==> config.mk <==
export PLATFORM = sky130hd
export DESIGN_NAME = a429_word_rx
export DESIGN_NICKNAME = d
export VERILOG_FILES = /design/src/rtl/a429_rx_pkg.sv /design/src/rtl/a429_rate_div.sv /design/src/rtl/a429_sym_front.sv /design/src/rtl/a429_rx_fsm.sv /design/src/rtl/a429_word_hold.sv /design/src/rtl/a429_bus_pack.sv /design/src/rtl/a429_word_rx.sv
export SDC_FILE = /design/constraint.sdc
export NUM_CORES = 1
export LEC_CHECK = 0
export ABC_AREA = 0
export BUFFER_PORTS_ARGS = -buffer_cell sky130_fd_sc_hd__buf_4
export CORE_MARGIN = 2
export CORE_UTILIZATION = 40
export DETAILED_ROUTE_END_ITERATION = 10
export MAX_ROUTING_LAYER = met4
export SYNTH_ARGS = -nofsm -noshare
export SYNTH_HDL_FRONTEND = slang
export SYNTH_SLANG_ARGS = --single-unit
==> constraint.sdc <==
create_clock -name clk -period 1.68 [get_ports clk]
set_input_delay 0 -clock clk [delete_from_list [all_inputs] [get_ports clk]]
set_output_delay 0 -clock clk [all_outputs]
set_load 0.03 [all_outputs]
==> src/rtl/a429_rx_pkg.sv <==
package a429_rx_pkg;

    localparam int WORD_BITS = 32;

    typedef enum logic [1:0] {
        SYM_NULL = 2'b00,
        SYM_ONE  = 2'b01,
        SYM_ZERO = 2'b10,
        SYM_BAD  = 2'b11
    } sym_t;

    typedef enum logic [2:0] {
        ST_GAP,
        ST_IDLE,
        ST_HALF_NULL,
        ST_BIT,
        ST_TAIL
    } rx_state_t;

    function automatic sym_t decode_pair(input logic pos, input logic neg);
        sym_t s;
        unique case ({pos, neg})
            2'b10:   s = SYM_ONE;
            2'b01:   s = SYM_ZERO;
            2'b00:   s = SYM_NULL;
            default: s = SYM_BAD;
        endcase
        return s;
    endfunction

endpackage

==> src/rtl/a429_rate_div.sv <==
module a429_rate_div #(
    parameter int DIV_FAST = 10,
    parameter int DIV_SLOW = 80
) (
    input  logic clk,
    input  logic rst_n,
    input  logic slow,
    output logic tick
);
    localparam int CW = $clog2(DIV_SLOW + 1);

    logic [CW-1:0] cnt;
    logic [CW-1:0] lim;

    assign lim = slow ? CW'(DIV_SLOW - 1) : CW'(DIV_FAST - 1);

    always_ff @(posedge clk) begin
        if (!rst_n) begin
            cnt  <= '0;
            tick <= 1'b0;
        end else if (cnt >= lim) begin
            cnt  <= '0;
            tick <= 1'b1;
        end else begin
            cnt  <= cnt + 1'b1;
            tick <= 1'b0;
        end
    end
endmodule

==> src/rtl/a429_sym_front.sv <==
module a429_sym_front
    import a429_rx_pkg::*;
#(
    parameter int SYNC_STAGES = 2
) (
    input  logic clk,
    input  logic rst_n,
    input  logic loop_n,
    input  logic line_pos,
    input  logic line_neg,
    input  logic tx_pos,
    input  logic tx_neg,
    output sym_t sym
);
    sym_t pipe [SYNC_STAGES];
    logic raw_pos;
    logic raw_neg;

    assign raw_pos = loop_n ? line_pos : tx_pos;
    assign raw_neg = loop_n ? line_neg : tx_neg;

    always_ff @(posedge clk) begin
        if (!rst_n) begin
            for (int i = 0; i < SYNC_STAGES; i++) pipe[i] <= SYM_NULL;
        end else begin
            pipe[0] <= decode_pair(raw_pos, raw_neg);
            for (int i = 1; i < SYNC_STAGES; i++) pipe[i] <= pipe[i-1];
        end
    end

    assign sym = pipe[SYNC_STAGES-1];
endmodule

==> src/rtl/a429_rx_fsm.sv <==
module a429_rx_fsm
    import a429_rx_pkg::*;
#(
    parameter int GAP_BITS = 4
) (
    input  logic                 clk,
    input  logic                 rst_n,
    input  logic                 tick,
    input  sym_t                 sym,
    output logic                 frame_done,
    output logic [WORD_BITS-1:0] frame
);
    localparam int GAP_HALVES = 2 * GAP_BITS;
    localparam int GW = $clog2(GAP_HALVES + 1);
    localparam int BW = $clog2(WORD_BITS + 1);
    localparam int IW = $clog2(WORD_BITS);

    rx_state_t state;
    rx_state_t nxt;

    logic [GW-1:0]        gapcnt;
    logic [BW-1:0]        bitcnt;
    logic [WORD_BITS-1:0] shreg;
    logic                 is_data;
    logic                 is_null;
    logic                 gap_full;
    logic                 last_bit;

    assign is_data  = (sym == SYM_ONE) || (sym == SYM_ZERO);
    assign is_null  = (sym == SYM_NULL);
    assign gap_full = (gapcnt == GW'(GAP_HALVES - 1));
    assign last_bit = (bitcnt == BW'(WORD_BITS));

    // state register
    always_ff @(posedge clk) begin
        if (!rst_n) state <= ST_GAP;
        else        state <= nxt;
    end

    // transitions, evaluated once per half-bit tick
    always_comb begin
        nxt = state;
        if (tick) begin
            unique case (state)
                ST_GAP: begin
                    if (is_null && gap_full) nxt = ST_IDLE;
                end
                ST_IDLE: begin
                    if (is_data)             nxt = ST_HALF_NULL;
                    else if (sym == SYM_BAD) nxt = ST_GAP;
                end
                ST_HALF_NULL: begin
                    if (is_null) nxt = last_bit ? ST_TAIL : ST_BIT;
                    else         nxt = ST_GAP;
                end
                ST_BIT: begin
                    nxt = is_data ? ST_HALF_NULL : ST_GAP;
                end
                ST_TAIL: begin
                    if (!is_null)      nxt = ST_GAP;
                    else if (gap_full) nxt = ST_IDLE;
                end
                default: nxt = ST_GAP;
            endcase
        end
    end

    // outputs and word assembly
    always_ff @(posedge clk) begin
        if (!rst_n) begin
            gapcnt     <= '0;
            bitcnt     <= '0;
            shreg      <= '0;
            frame_done <= 1'b0;
        end else begin
            frame_done <= 1'b0;
            if (tick) begin
                unique case (state)
                    ST_GAP: begin
                        if (!is_null || gap_full) gapcnt <= '0;
                        else                      gapcnt <= gapcnt + 1'b1;
                    end
                    ST_IDLE: begin
                        gapcnt <= '0;
                        if (is_data) begin
                            shreg[0] <= (sym == SYM_ONE);
                            bitcnt   <= BW'(1);
                        end
                    end
                    ST_HALF_NULL: begin
                        gapcnt <= '0;
                    end
                    ST_BIT: begin
                        gapcnt <= '0;
                        if (is_data) begin
                            shreg[bitcnt[IW-1:0]] <= (sym == SYM_ONE);
                            bitcnt <= bitcnt + 1'b1;
                        end
                    end
                    ST_TAIL: begin
                        if (!is_null) begin
                            gapcnt <= '0;
                        end else if (gap_full) begin
                            gapcnt     <= '0;
                            frame_done <= 1'b1;
                        end else begin
                            gapcnt <= gapcnt + 1'b1;
                        end
                    end
                    default: gapcnt <= '0;
                endcase
            end
        end
    end

    assign frame = shreg;
endmodule

==> src/rtl/a429_word_hold.sv <==
module a429_word_hold
    import a429_rx_pkg::*;
#(
    parameter int SEL_LO_IDX = 8,
    parameter int SEL_HI_IDX = 9
) (
    input  logic                 clk,
    input  logic                 rst_n,
    input  logic                 frame_done,
    input  logic [WORD_BITS-1:0] frame,
    input  logic                 filt_en,
    input  logic                 filt_b9,
    input  logic                 filt_b10,
    input  logic                 rd_en,
    input  logic                 rd_half,
    output logic [WORD_BITS-1:0] held,
    output logic                 word_ready,
    output logic                 parity_err
);
    logic accept;
    logic got_lo;
    logic got_hi;
    logic lo_nxt;
    logic hi_nxt;

    assign accept = !filt_en ||
                    ((frame[SEL_LO_IDX] == filt_b9) && (frame[SEL_HI_IDX] == filt_b10));
    assign lo_nxt = got_lo | ~rd_half;
    assign hi_nxt = got_hi | rd_half;

    always_ff @(posedge clk) begin
        if (!rst_n) begin
            held       <= '0;
            word_ready <= 1'b0;
            parity_err <= 1'b0;
            got_lo     <= 1'b0;
            got_hi     <= 1'b0;
        end else if (frame_done && accept) begin
            held       <= frame;
            word_ready <= 1'b1;
            parity_err <= ~^frame;
            got_lo     <= 1'b0;
            got_hi     <= 1'b0;
        end else if (rd_en && word_ready) begin
            if (lo_nxt && hi_nxt) begin
                word_ready <= 1'b0;
                got_lo     <= 1'b0;
                got_hi     <= 1'b0;
            end else begin
                got_lo <= lo_nxt;
                got_hi <= hi_nxt;
            end
        end
    end
endmodule

==> src/rtl/a429_bus_pack.sv <==
module a429_bus_pack
    import a429_rx_pkg::*;
#(
    parameter int BUS_W = 16
) (
    input  logic [WORD_BITS-1:0] held,
    input  logic                 rd_half,
    output logic [BUS_W-1:0]     rd_data
);
    localparam int LSB_W = 8;

    logic [BUS_W-1:0] lo_half;
    logic [BUS_W-1:0] hi_half;

    assign lo_half[15:11] = held[12:8];
    assign lo_half[10]    = held[30];
    assign lo_half[9]     = held[29];
    assign lo_half[8]     = held[31];

    for (genvar g = 0; g < LSB_W; g++) begin : g_rev
        assign lo_half[LSB_W-1-g] = held[g];
    end

    assign hi_half = held[28:13];
    assign rd_data = rd_half ? hi_half : lo_half;
endmodule

==> src/rtl/a429_word_rx.sv <==
module a429_word_rx
    import a429_rx_pkg::*;
#(
    parameter int DIV_FAST    = 10,
    parameter int DIV_SLOW    = 80,
    parameter int GAP_BITS    = 4,
    parameter int SYNC_STAGES = 2
) (
    input  logic        clk,
    input  logic        rst_n,
    input  logic        line_pos,
    input  logic        line_neg,
    input  logic        tx_pos,
    input  logic        tx_neg,
    input  logic        loop_n,
    input  logic        rate_slow,
    input  logic        filt_en,
    input  logic        filt_b9,
    input  logic        filt_b10,
    input  logic        rd_en,
    input  logic        rd_half,
    output logic [15:0] rd_data,
    output logic        word_ready,
    output logic        parity_err
);
    logic                 tick;
    sym_t                 sym;
    logic                 frame_done;
    logic [WORD_BITS-1:0] frame;
    logic [WORD_BITS-1:0] held;

    a429_rate_div #(.DIV_FAST(DIV_FAST), .DIV_SLOW(DIV_SLOW)) u_div (
        .clk(clk), .rst_n(rst_n), .slow(rate_slow), .tick(tick)
    );

    a429_sym_front #(.SYNC_STAGES(SYNC_STAGES)) u_front (
        .clk(clk), .rst_n(rst_n), .loop_n(loop_n),
        .line_pos(line_pos), .line_neg(line_neg),
        .tx_pos(tx_pos), .tx_neg(tx_neg), .sym(sym)
    );

    a429_rx_fsm #(.GAP_BITS(GAP_BITS)) u_fsm (
        .clk(clk), .rst_n(rst_n), .tick(tick), .sym(sym),
        .frame_done(frame_done), .frame(frame)
    );

    a429_word_hold u_hold (
        .clk(clk), .rst_n(rst_n), .frame_done(frame_done), .frame(frame),
        .filt_en(filt_en), .filt_b9(filt_b9), .filt_b10(filt_b10),
        .rd_en(rd_en), .rd_half(rd_half), .held(held),
        .word_ready(word_ready), .parity_err(parity_err)
    );

    a429_bus_pack u_pack (
        .held(held), .rd_half(rd_half), .rd_data(rd_data)
    );
endmodule

==> impl_metrics.py, run 1 <==
metrics = {
    "outcome": {
        "status": "complete, no violations",
    },
    "critical_path": {
        "critPathMaxFanout": 7,
        "critical_path_class": "register to register",
        "crit_arrival_ps": 1880,
        "end_kind": "register",
        "crit_path_start_kind": "register",
        "rrSetupSlack_ps": 80,
        "cp.required_ps": 1960,
    },
    "final_layout": {
        "num-fill-cells": 1050,
        "diodes": 0,
        "nNetsFinal": 608,
        "area_growth_pct": 20.8,
        "final_layout_size_suffix_gt1_share_pct": 19.1,
        "final_cell_area_sq_um": 5500,
        "final_cells": 727,
    },
    "placement": {
        "portBuffers": 30,
        "dpl_cell_area_sq_um": 5070,
        "dp_hpwl_mm": 6.84,
        "place_ws_ps": -32.0,
        "place_congestion": 0.781,
        "dpl.cell_count": 707,
    },
    "power_and_ir_drop": {
        "clkPwrFrac_pct": 47.1,
        "pwr-share-comb_pct": 4.0,
        "share_seq_of_total_power_pct": 48.9,
        "p_int_mw": 3.64,
        "switching_share_pct": 20.9,
        "power_density_nw_per_um2": 836,
        "net-switching-power_mw": 0.963,
        "finalPower_mw": 4.60,
        "leakagePower_nw": 2.00,
        "ir_drop_v": 0.000505,
    },
    "flow_run": {
        "drv_cap": 0,
    },
    "timing": {
        "fin_worst_skew_ps": 7.64,
        "tightest_slew_ps": 399,
        "fin_setup_tns_ps": 0,
        "drv_slew": 0,
        "setup_ws_ps": 79.4,
        "hold_viol": 0,
        "post-route-period-util_pct": 95.3,
        "slew_headroom_pct": 73.4,
        "max_freq_mhz": 625,
        "setup_viol": 0,
        "period_needed_ps": 1600,
    },
    "synth": {
        "syn_inst": 539,
        "synth-edff-count": 0,
        "yosysUniqueCellTypes": 43,
        "synthArstFlopShare_pct": 0,
        "syn_nets": 564,
        "ys_ff_latch": 94,
        "syn-cell-area_sq_um": 4550,
        "synthFlopType": "dfxtp_1",
        "ys.warnings.count": 0,
        "seq_area_frac_synth_pct": 41.3,
        "syn_area_per_cell_sq_um": 8.45,
    },
    "drt": {
        "ant_nets": 0,
        "drtPass1Iterations": 4,
        "totalWireLength_mm": 9.92,
        "routed-via-count": 3646,
        "viasPerCell": 5.02,
        "drt_iter0_markers": 175,
        "wl_per_cell_um": 13.7,
        "drc": 0,
    },
    "global_route": {
        "grt_pass1_vias": 3552,
        "gr-total-overflow": 0,
        "antenna_found_initial": 0,
        "grt_pass1_wl_mm": 17.0,
        "grtUsageTotal_pct": 17.2,
        "grt_max_degree": 38,
    },
    "die": {
        "die_h_um": 111,
        "core_area_sq_um": 11000,
        "ios": 31,
        "start_util_pct": 41.5,
        "num_rows": 38,
        "die_x_um": 111,
        "die-area_sq_um": 12300,
    },
    "cts": {
        "clock_path_buffers": 2,
        "numCtsBuffers": 9,
        "cts_sinks": 94,
        "cts.reportedPaths.clkPinSlew_ps": 60,
        "cts_tree": "built",
        "cts_max_level": 3,
        "clk_latency_ps": 350,
        "cts_root_buffer": "clkbuf_16",
    },
    "worst_hold_path": {
        "hold_path.class": "input pin to register",
    },
}
-- Yosys cell counts, types with 3 or more instances --
cell type,count,area share [%]
inv_1,8,0.66
buf_6,3,0.74
and2_1,9,1.2
nand4_1,3,0.41
buf_2,11,1.2
nor2_1,24,2.0
buf_4,5,0.82
clkbuf_1,12,0.99
mux2_2,16,4.0
xor2_1,10,1.9
o21ai_1,3,0.33
nand2b_1,3,0.41
dfxtp_1,94,41
a21boi_0,41,6.8
ha_1,12,3.3
nand2_1,141,12
a21oi_1,5,0.55
xnor2_1,33,6.3
a21boi_1,24,4.0
o21ai_0,7,0.77
nand3_1,37,4.1
mux2i_1,5,1.1
nor2b_1,7,0.96
-- power groups by stage --
stage               registers, mW  logic [mW]  clock network [mW]
finish                       2.25       0.182                2.17
global route                 2.25       0.200                2.31
CTS                          2.25       0.168                2.22
detailed placement           2.30       0.156                   0
global placement             2.30       0.152                   0
floorplan                    2.30       0.103                   0
-- repair_timing --
| item | 4_1_cts | 5_1_grt |
|---|---|---|
| hold buffers | 4 | 0 |
| pin swaps | 1 | 9 |
| hold endpoints to repair | 2 | 0 |
| resized for setup | 3 | 20 |
| setup endpoints to repair | 11 | 45 |
| buffers inserted | 1 | 0 |
-- worst max-delay path, cell delays in order (launching register included) --
cell and delay, ps:
dfxtp_2 360, ha_4 210, a21oi_2 140, nor2b_1 60, o21ai_1 120, a21boi_1 100, or3b_4 450, nor2_2 110
-- metrics by stage --
| stage | utilization [%] | hold WS (ps) |
|---|---|---|
| 2_1_floorplan | - | 166 |
| 3_3_place_gp | 46.2 | 281 |
| 3_5_place_dp | 46.2 | 304 |
| 4_1_cts | 49.5 | 17.2 |
| 5_1_grt | 50.1 | 78.7 |
| 6_report | 50.1 | 24.6 |
-- layer usage --
layer	share of wire, %	wire (um)	track usage, %	vias to the layer above
met5	0	0	-	-
met1	47	4640	21.5	1703
met2	48	4810	27.2	50
li1	-	-	-	1876
met3	2.8	278	3.28	17
met4	2.0	194	7.33	0
-- area by class of cell --
type / instances / area (sq um) / area share [%]
clock inverters: 5 / 82.6 / 1.50
repair buffers: 66 / 572 / 10.4
flip-flops and latches: 94 / 1890 / 34.3
well taps: 140 / 175 / 3.18
clock buffers: 10 / 229 / 4.16
inverters: 8 / 30.0 / 0.546
multi-input cells: 404 / 2530 / 45.9
-- flip-flops by register name, summed over array words and instances, names as in the netlist, 3 cells and up --
name	cells
u_hold.held	32
u_div.cnt	7
u_fsm.gapcnt	4
u_fsm.bitcnt	6
u_fsm.frame	32
u_fsm.state	3
u_front.pipe	4
-- logic make-up (layout without fill, tap and decap cells) --
family / count (synthesis) / after routing / synth area share, %
XOR/XNOR: 43 / 43 / 8.27
multiplexers: 21 / 21 / 5.06
AND/OR/NAND/NOR: 239 / 239 / 23.4
flip-flops: 94 / 94 / 41.3
AO/OA/AOI/OAI: 89 / 89 / 14.0
adder cells (fa/ha/maj): 12 / 12 / 3.30
buffers and inverters: 41 / 89 / 4.59
-- path summary, 6_finish.rpt --
kind / start / endpoint / depth (start not counted)
min reg2reg: u_front.pipe[0][1] / u_front.pipe[0][3] / 1
max reg2reg: u_div.cnt[1] / u_div.cnt[2] / 7
max: u_div.cnt[1] / u_div.cnt[2] / 7
min: rd_en / u_hold.word_ready / 4
-- placed cells by master (no fill, tap or decap), types with 5 or more instances in the layout --
| cell | count |
|---|---|
| a21boi_1 | 28 |
| and2_1 | 5 |
| xor2_1 | 10 |
| ha_1 | 9 |
| nor2b_1 | 7 |
| o21ai_0 | 7 |
| clkbuf_16 | 9 |
| mux2i_1 | 5 |
| a21boi_0 | 37 |
| nand2_1 | 140 |
| nand3_1 | 37 |
| buf_4 | 56 |
| xnor2_1 | 33 |
| dfxtp_1 | 91 |
| mux2_2 | 16 |
| inv_1 | 7 |
| buf_12 | 5 |
| nor2_1 | 23 |
Power figures use the tool's default switching activity.
==> inputs of run 2 (changes only) <==
Settings changed: CORE_UTILIZATION 40 to 54, PLACE_DENSITY set to 0.75.
==> run 2 against run 1 <==
  * Cell area decreased by 2.3%
  * Combinational power is 3% higher
  * Sequential share of layout area rose by 0.84 points
  * Critical path depth unchanged
  * Maximum frequency shrank 0.41%
  * Critical endpoint is now u_div.cnt[0]
  * Largest cell class unchanged
==> impl_metrics.py, run 2 (synthesized netlist as in run 1, its figures left out) <==
metrics = {
    "power_and_ir_drop": {
        "leakagePower_nw": 1.94,
        "power_density_nw_per_um2": 731,
        "ir_drop_v": 0.000590,
        "finalPower_mw": 3.93,
    },
    "critical_path": {
        "end_kind": "register",
        "crit_arrival_ps": 1910,
        "slowest_delay_ps": 450,
        "crit_chain": "ha_4 > a21oi_2 > nor2b_1 > o21ai_1 > a21boi_1 > or3b_4 > nor2_2",
        "crit_path_start_kind": "register",
        "worst_path_max_delay_cell": "or3b_4",
        "critical_path_class": "register to register",
        "cp_num_buf_inv": 0,
        "critPathMaxFanout": 7,
        "cp_top_family": "simple AND/OR/NAND/NOR gates",
        "cp.required_ps": 1980,
    },
    "final_layout": {
        "area_growth_pct": 18.1,
        "final_cells": 693,
        "final_layout_size_suffix_gt1_share_pct": 19.6,
        "final_common_cell": "nand2_1",
        "diodes": 0,
        "mostFrequentLayoutCells": "nand2_1 (140), dfxtp_1 (89), buf_4 (54), a21boi_0 (41), nand3_1 (37)",
        "final_cell_area_sq_um": 5380,
        "nNetsFinal": 608,
    },
    "placement": {
        "dpl_cell_area_sq_um": 5010,
        "portBuffers": 30,
        "dp_hpwl_mm": 6.66,
        "dpl.cell_count": 668,
        "place_congestion": 0.851,
        "place_ws_ps": -10.9,
    },
    "timing": {
        "drv_slew": 0,
        "tightest_slew_ps": 393,
        "post-route-period-util_pct": 95.7,
        "hold_viol": 0,
        "slew_headroom_pct": 73.5,
        "setup_ws_ps": 72.8,
        "period_needed_ps": 1610,
        "fin_worst_skew_ps": 14.9,
        "setup_viol": 0,
        "max_freq_mhz": 622,
        "hold_ws_ps": 186,
    },
    "cts": {
        "numCtsBuffers": 9,
        "cts_tree": "built",
        "clk_latency_ps": 370,
        "cts_sinks": 94,
        "cts_max_level": 3,
        "cts.reportedPaths.clkPinSlew_ps": 110,
        "cts_root_buffer": "clkbuf_8",
        "clock_path_buffers": 2,
    },
    "die": {
        "num_rows": 33,
        "die_x_um": 95.8,
        "start_util_pct": 55.7,
        "core_area_sq_um": 8180,
        "die_h_um": 95.8,
        "ios": 31,
        "die-area_sq_um": 9180,
    },
    "global_route": {
        "grt_pass1_vias": 3336,
        "grtUsageTotal_pct": 22.0,
        "antenna_found_initial": 0,
        "grt_pass1_wl_mm": 15.5,
        "grt_max_degree": 42,
        "gr-total-overflow": 0,
    },
    "outcome": {
        "status": "complete, no violations",
    },
    "drt": {
        "drt_iter0_markers": 184,
        "routed-via-count": 3660,
        "drtPass1Iterations": 5,
        "ant_nets": 0,
        "drc": 0,
        "viasPerCell": 5.28,
        "wl_per_cell_um": 13.7,
        "totalWireLength_mm": 9.46,
    },
    "flow_run": {
        "drv_cap": 0,
    },
    "worst_hold_path": {
        "hold_path.class": "input pin to register",
    },
}
-- run 2: tightest hold or removal path, delay by kind of cell --
family / cells / cell delay [ps]
AOI/OAI and AO/OA: 1 / 130
and+or+nand+nor: 2 / 140
buffers and inverters: 1 / 250
-- run 2: area by class of cell --
cell class              instances  area (sq um)
flip-flops and latches         94          1890
well taps                     105           131
repair buffers                 66           586
multi-input cells             404          2550
clock buffers                  10           138
clock inverters                 6          57.6
fillers                       660          2800
inverters                       8          30.0
-- run 2: routing by layer --
layer,GRT usage [%],vias to the layer above,share of wire [%]
met3,3.99,9,2.8
li1,-,1877,-
met5,-,-,0
met4,5.36,0,1.0
met2,37.9,60,50
met1,26.8,1714,46
-- run 2: where the power goes --
part | internal (mW) | switching (mW)
registers | 2.24 | 0.0104
logic | 0.101 | 0.0872
clock network | 0.622 | 0.872
-- run 2: final timing paths --
path / startpoint / end / slack, ps / depth (start not counted)
worst max-delay path: u_div.cnt[1] / u_div.cnt[0] / 70 / 7
worst min register to register: u_hold.held[4] / u_hold.held[4] / 460 / 2
worst min-delay path: rd_half / u_hold.got_lo / 190 / 4
worst max register to register: u_div.cnt[1] / u_div.cnt[0] / 70 / 7
-- run 2: repair_timing --
action | in CTS | in global routing
endpoints found under the setup margin | 9 | 26
setup buffers | 1 | 2
endpoints found under the hold margin | 7 | 0
hold buffers | 6 | 0
pin swaps | 1 | 9
resized for setup | 4 | 18
-- run 2: metrics by stage --
step	setup TNS [ps]	utilization (%)
after floorplan	0	-
after global placement	0	61.3
after detailed placement	-11.0	61.3
after CTS	0	64.7
after global routing	-59.2	65.8
final	0	65.8
==> inputs of run 3 (changes only) <==
Settings changed: BUFFER_PORTS_ARGS -buffer_cell sky130_fd_sc_hd__buf_4 to -buffer_cell sky130_fd_sc_hd__buf_2.
==> run 3 against run 2 <==
  * First-iteration DRC count is 20% lower
  * Cell area is 2.0% lower
  * Sequential power hardly changed
  * Wire length hardly changed
  * Maximum frequency hardly changed
  * Critical endpoint is now u_div.cnt[2]
  * Largest power group unchanged
==> impl_metrics.py, run 3 (synthesized netlist as in run 1, its figures left out) <==
metrics = {
    "cts": {
        "clk_latency_ps": 370,
        "numCtsBuffers": 9,
        "clock_path_buffers": 2,
        "cts_root_buffer": "clkbuf_8",
        "cts.reportedPaths.clkPinSlew_ps": 90,
        "cts_sinks": 94,
        "cts_max_level": 3,
        "cts_tree": "built",
    },
    "drt": {
        "totalWireLength_mm": 9.46,
        "wl_met3_um": 352,
        "met1Wirelength_mm": 4.33,
        "ant_nets": 0,
        "drtPass1Iterations": 4,
        "routed-via-count": 3661,
        "wl_per_cell_um": 13.7,
        "drc": 0,
        "drt_iter0_markers": 148,
        "routed.top_layer": "met4",
        "viasPerCell": 5.31,
        "wl_met2_mm": 4.60,
    },
    "final_layout": {
        "area_growth_pct": 15.8,
        "nNetsFinal": 604,
        "postLayoutCoreUtil_pct": 64.5,
        "final_common_cell": "nand2_1",
        "diodes": 0,
        "area.sequential_sq_um": 1890,
        "mostFrequentLayoutCells": "nand2_1 (140), dfxtp_1 (90), a21boi_0 (37), nand3_1 (37), xnor2_1 (33)",
        "final_layout_size_suffix_gt1_share_pct": 18.3,
        "multi_input_area_sq_um": 2520,
        "num-fill-cells": 651,
    },
    "timing": {
        "max_freq_mhz": 622,
        "rsz0062_at_grt": "no",
        "setup_viol": 0,
        "tightest_slew_ps": 465,
        "fin_worst_skew_ps": 8.67,
        "hold_viol": 0,
        "setup_ws_ps": 71.6,
        "slew_headroom_pct": 69.0,
        "period_needed_ps": 1610,
        "post-route-period-util_pct": 95.7,
        "drv_slew": 0,
    },
    "placement": {
        "portBuffers": 30,
        "place_congestion": 0.825,
        "dp_hpwl_mm": 6.38,
        "place_ws_ps": -14.0,
    },
    "die": {
        "die_x_um": 95.8,
        "core_area_sq_um": 8180,
        "start_util_pct": 55.7,
        "num_rows": 33,
        "ios": 31,
        "die-area_sq_um": 9180,
        "die_h_um": 95.8,
    },
    "flow_run": {
        "drv_cap": 0,
    },
    "critical_path": {
        "crit_arrival_ps": 1910,
        "critPathLaunch": "u_div.cnt[2]",
        "critPathMaxFanout": 7,
        "r2r_start": "u_div.cnt[2]",
        "slowest_delay_ps": 450,
        "critical_path_class": "register to register",
        "worst_path_max_delay_cell": "or3b_4",
        "cp_num_buf_inv": 0,
        "r2r-end": "u_div.cnt[2]",
        "cp.required_ps": 1980,
        "cp_top_family": "simple AND/OR/NAND/NOR gates",
        "reg2reg_depth": 6,
        "path_depth": 6,
        "rrSetupSlack_ps": 70,
        "end_kind": "register",
        "endpoint": "u_div.cnt[2]",
        "crit_chain": "ha_1 > nor2b_1 > o21ai_1 > a21boi_1 > or3b_4 > nor2_1",
        "crit_path_start_kind": "register",
    },
    "global_route": {
        "antenna_found_initial": 0,
        "grt_pass1_vias": 3329,
        "grt_max_degree": 48,
        "gr-total-overflow": 0,
        "grt_pass1_wl_mm": 15.3,
        "grtUsageTotal_pct": 21.7,
    },
    "worst_hold_path": {
        "hold_path.class": "input pin to register",
        "hp-start": "rd_en",
    },
    "power_and_ir_drop": {
        "finalPower_mw": 4.25,
        "ir_drop_v": 0.000528,
        "power_density_nw_per_um2": 806,
        "leakagePower_nw": 1.93,
    },
    "outcome": {
        "status": "complete, no violations",
    },
}
-- run 3: how the worst min path moves through the flow --
| stage | to | slack (ps) | depth (start not counted) |
|---|---|---|---|
| after floorplan | u_front.pipe[0][0] | 170 | 2 |
| after global placement | u_front.pipe[0][1] | 270 | 3 |
| after detailed placement | u_front.pipe[0][0] | 270 | 3 |
| after CTS | u_hold.word_ready | 40 | 4 |
| after global routing | u_hold.word_ready | 60 | 4 |
| final | u_hold.word_ready | 40 | 4 |
-- run 3: report_power, final --
| part | internal (mW) | leakage, nW | switching (mW) |
|---|---|---|---|
| Sequential | 2.24 | 0.760 | 0.0101 |
| Combinational | 0.0886 | 1.05 | 0.0859 |
| Clock | 1.00 | 0.119 | 0.822 |
| Total | 3.33 | 1.93 | 0.918 |
-- run 3: timing repair --
item                       in CTS  in global routing
hold buffers                    5                  0
buffers inserted                1                  2
setup endpoints to repair      11                 44
resized for setup               6                 17
pin swaps                       1                 12
hold endpoints to repair        7                  0
-- run 3: per-layer routing --
metal  up-vias  track usage (%)
met4         0             7.74
met2        82             36.1
met5         -                -
li1       1863                -
met3        16             4.31
met1      1700             26.2
-- run 3: metrics by stage --
stage          area (sq um)  setup TNS (ps)  cells  hold slack [ps]
2_1_floorplan          4550               0    539              166
3_3_place_gp           4890               0    665              268
3_5_place_dp           4890           -14.0    665              265
4_1_cts                5220               0    687             39.4
5_1_grt                5270               0    689             60.4
6_report               5270               0    689             35.4
-- run 3: final cells by class --
| cell class | instances | area share, % |
|---|---|---|
| clock buffer | 10 | 2.42 |
| clock inverter | 6 | 2.23 |
| inverter | 8 | 0.570 |
| multi-input combinational | 404 | 47.9 |
| sequential | 94 | 35.8 |
| tap | 105 | 2.49 |
| timing repair buffer | 62 | 8.59 |
-- run 3: worst register-to-register path: stages, from the launching register on --
cell and delay [ps]:
dfxtp_2 350, ha_1 280, nor2b_1 130, o21ai_1 130, a21boi_1 90, or3b_4 450, nor2_1 110
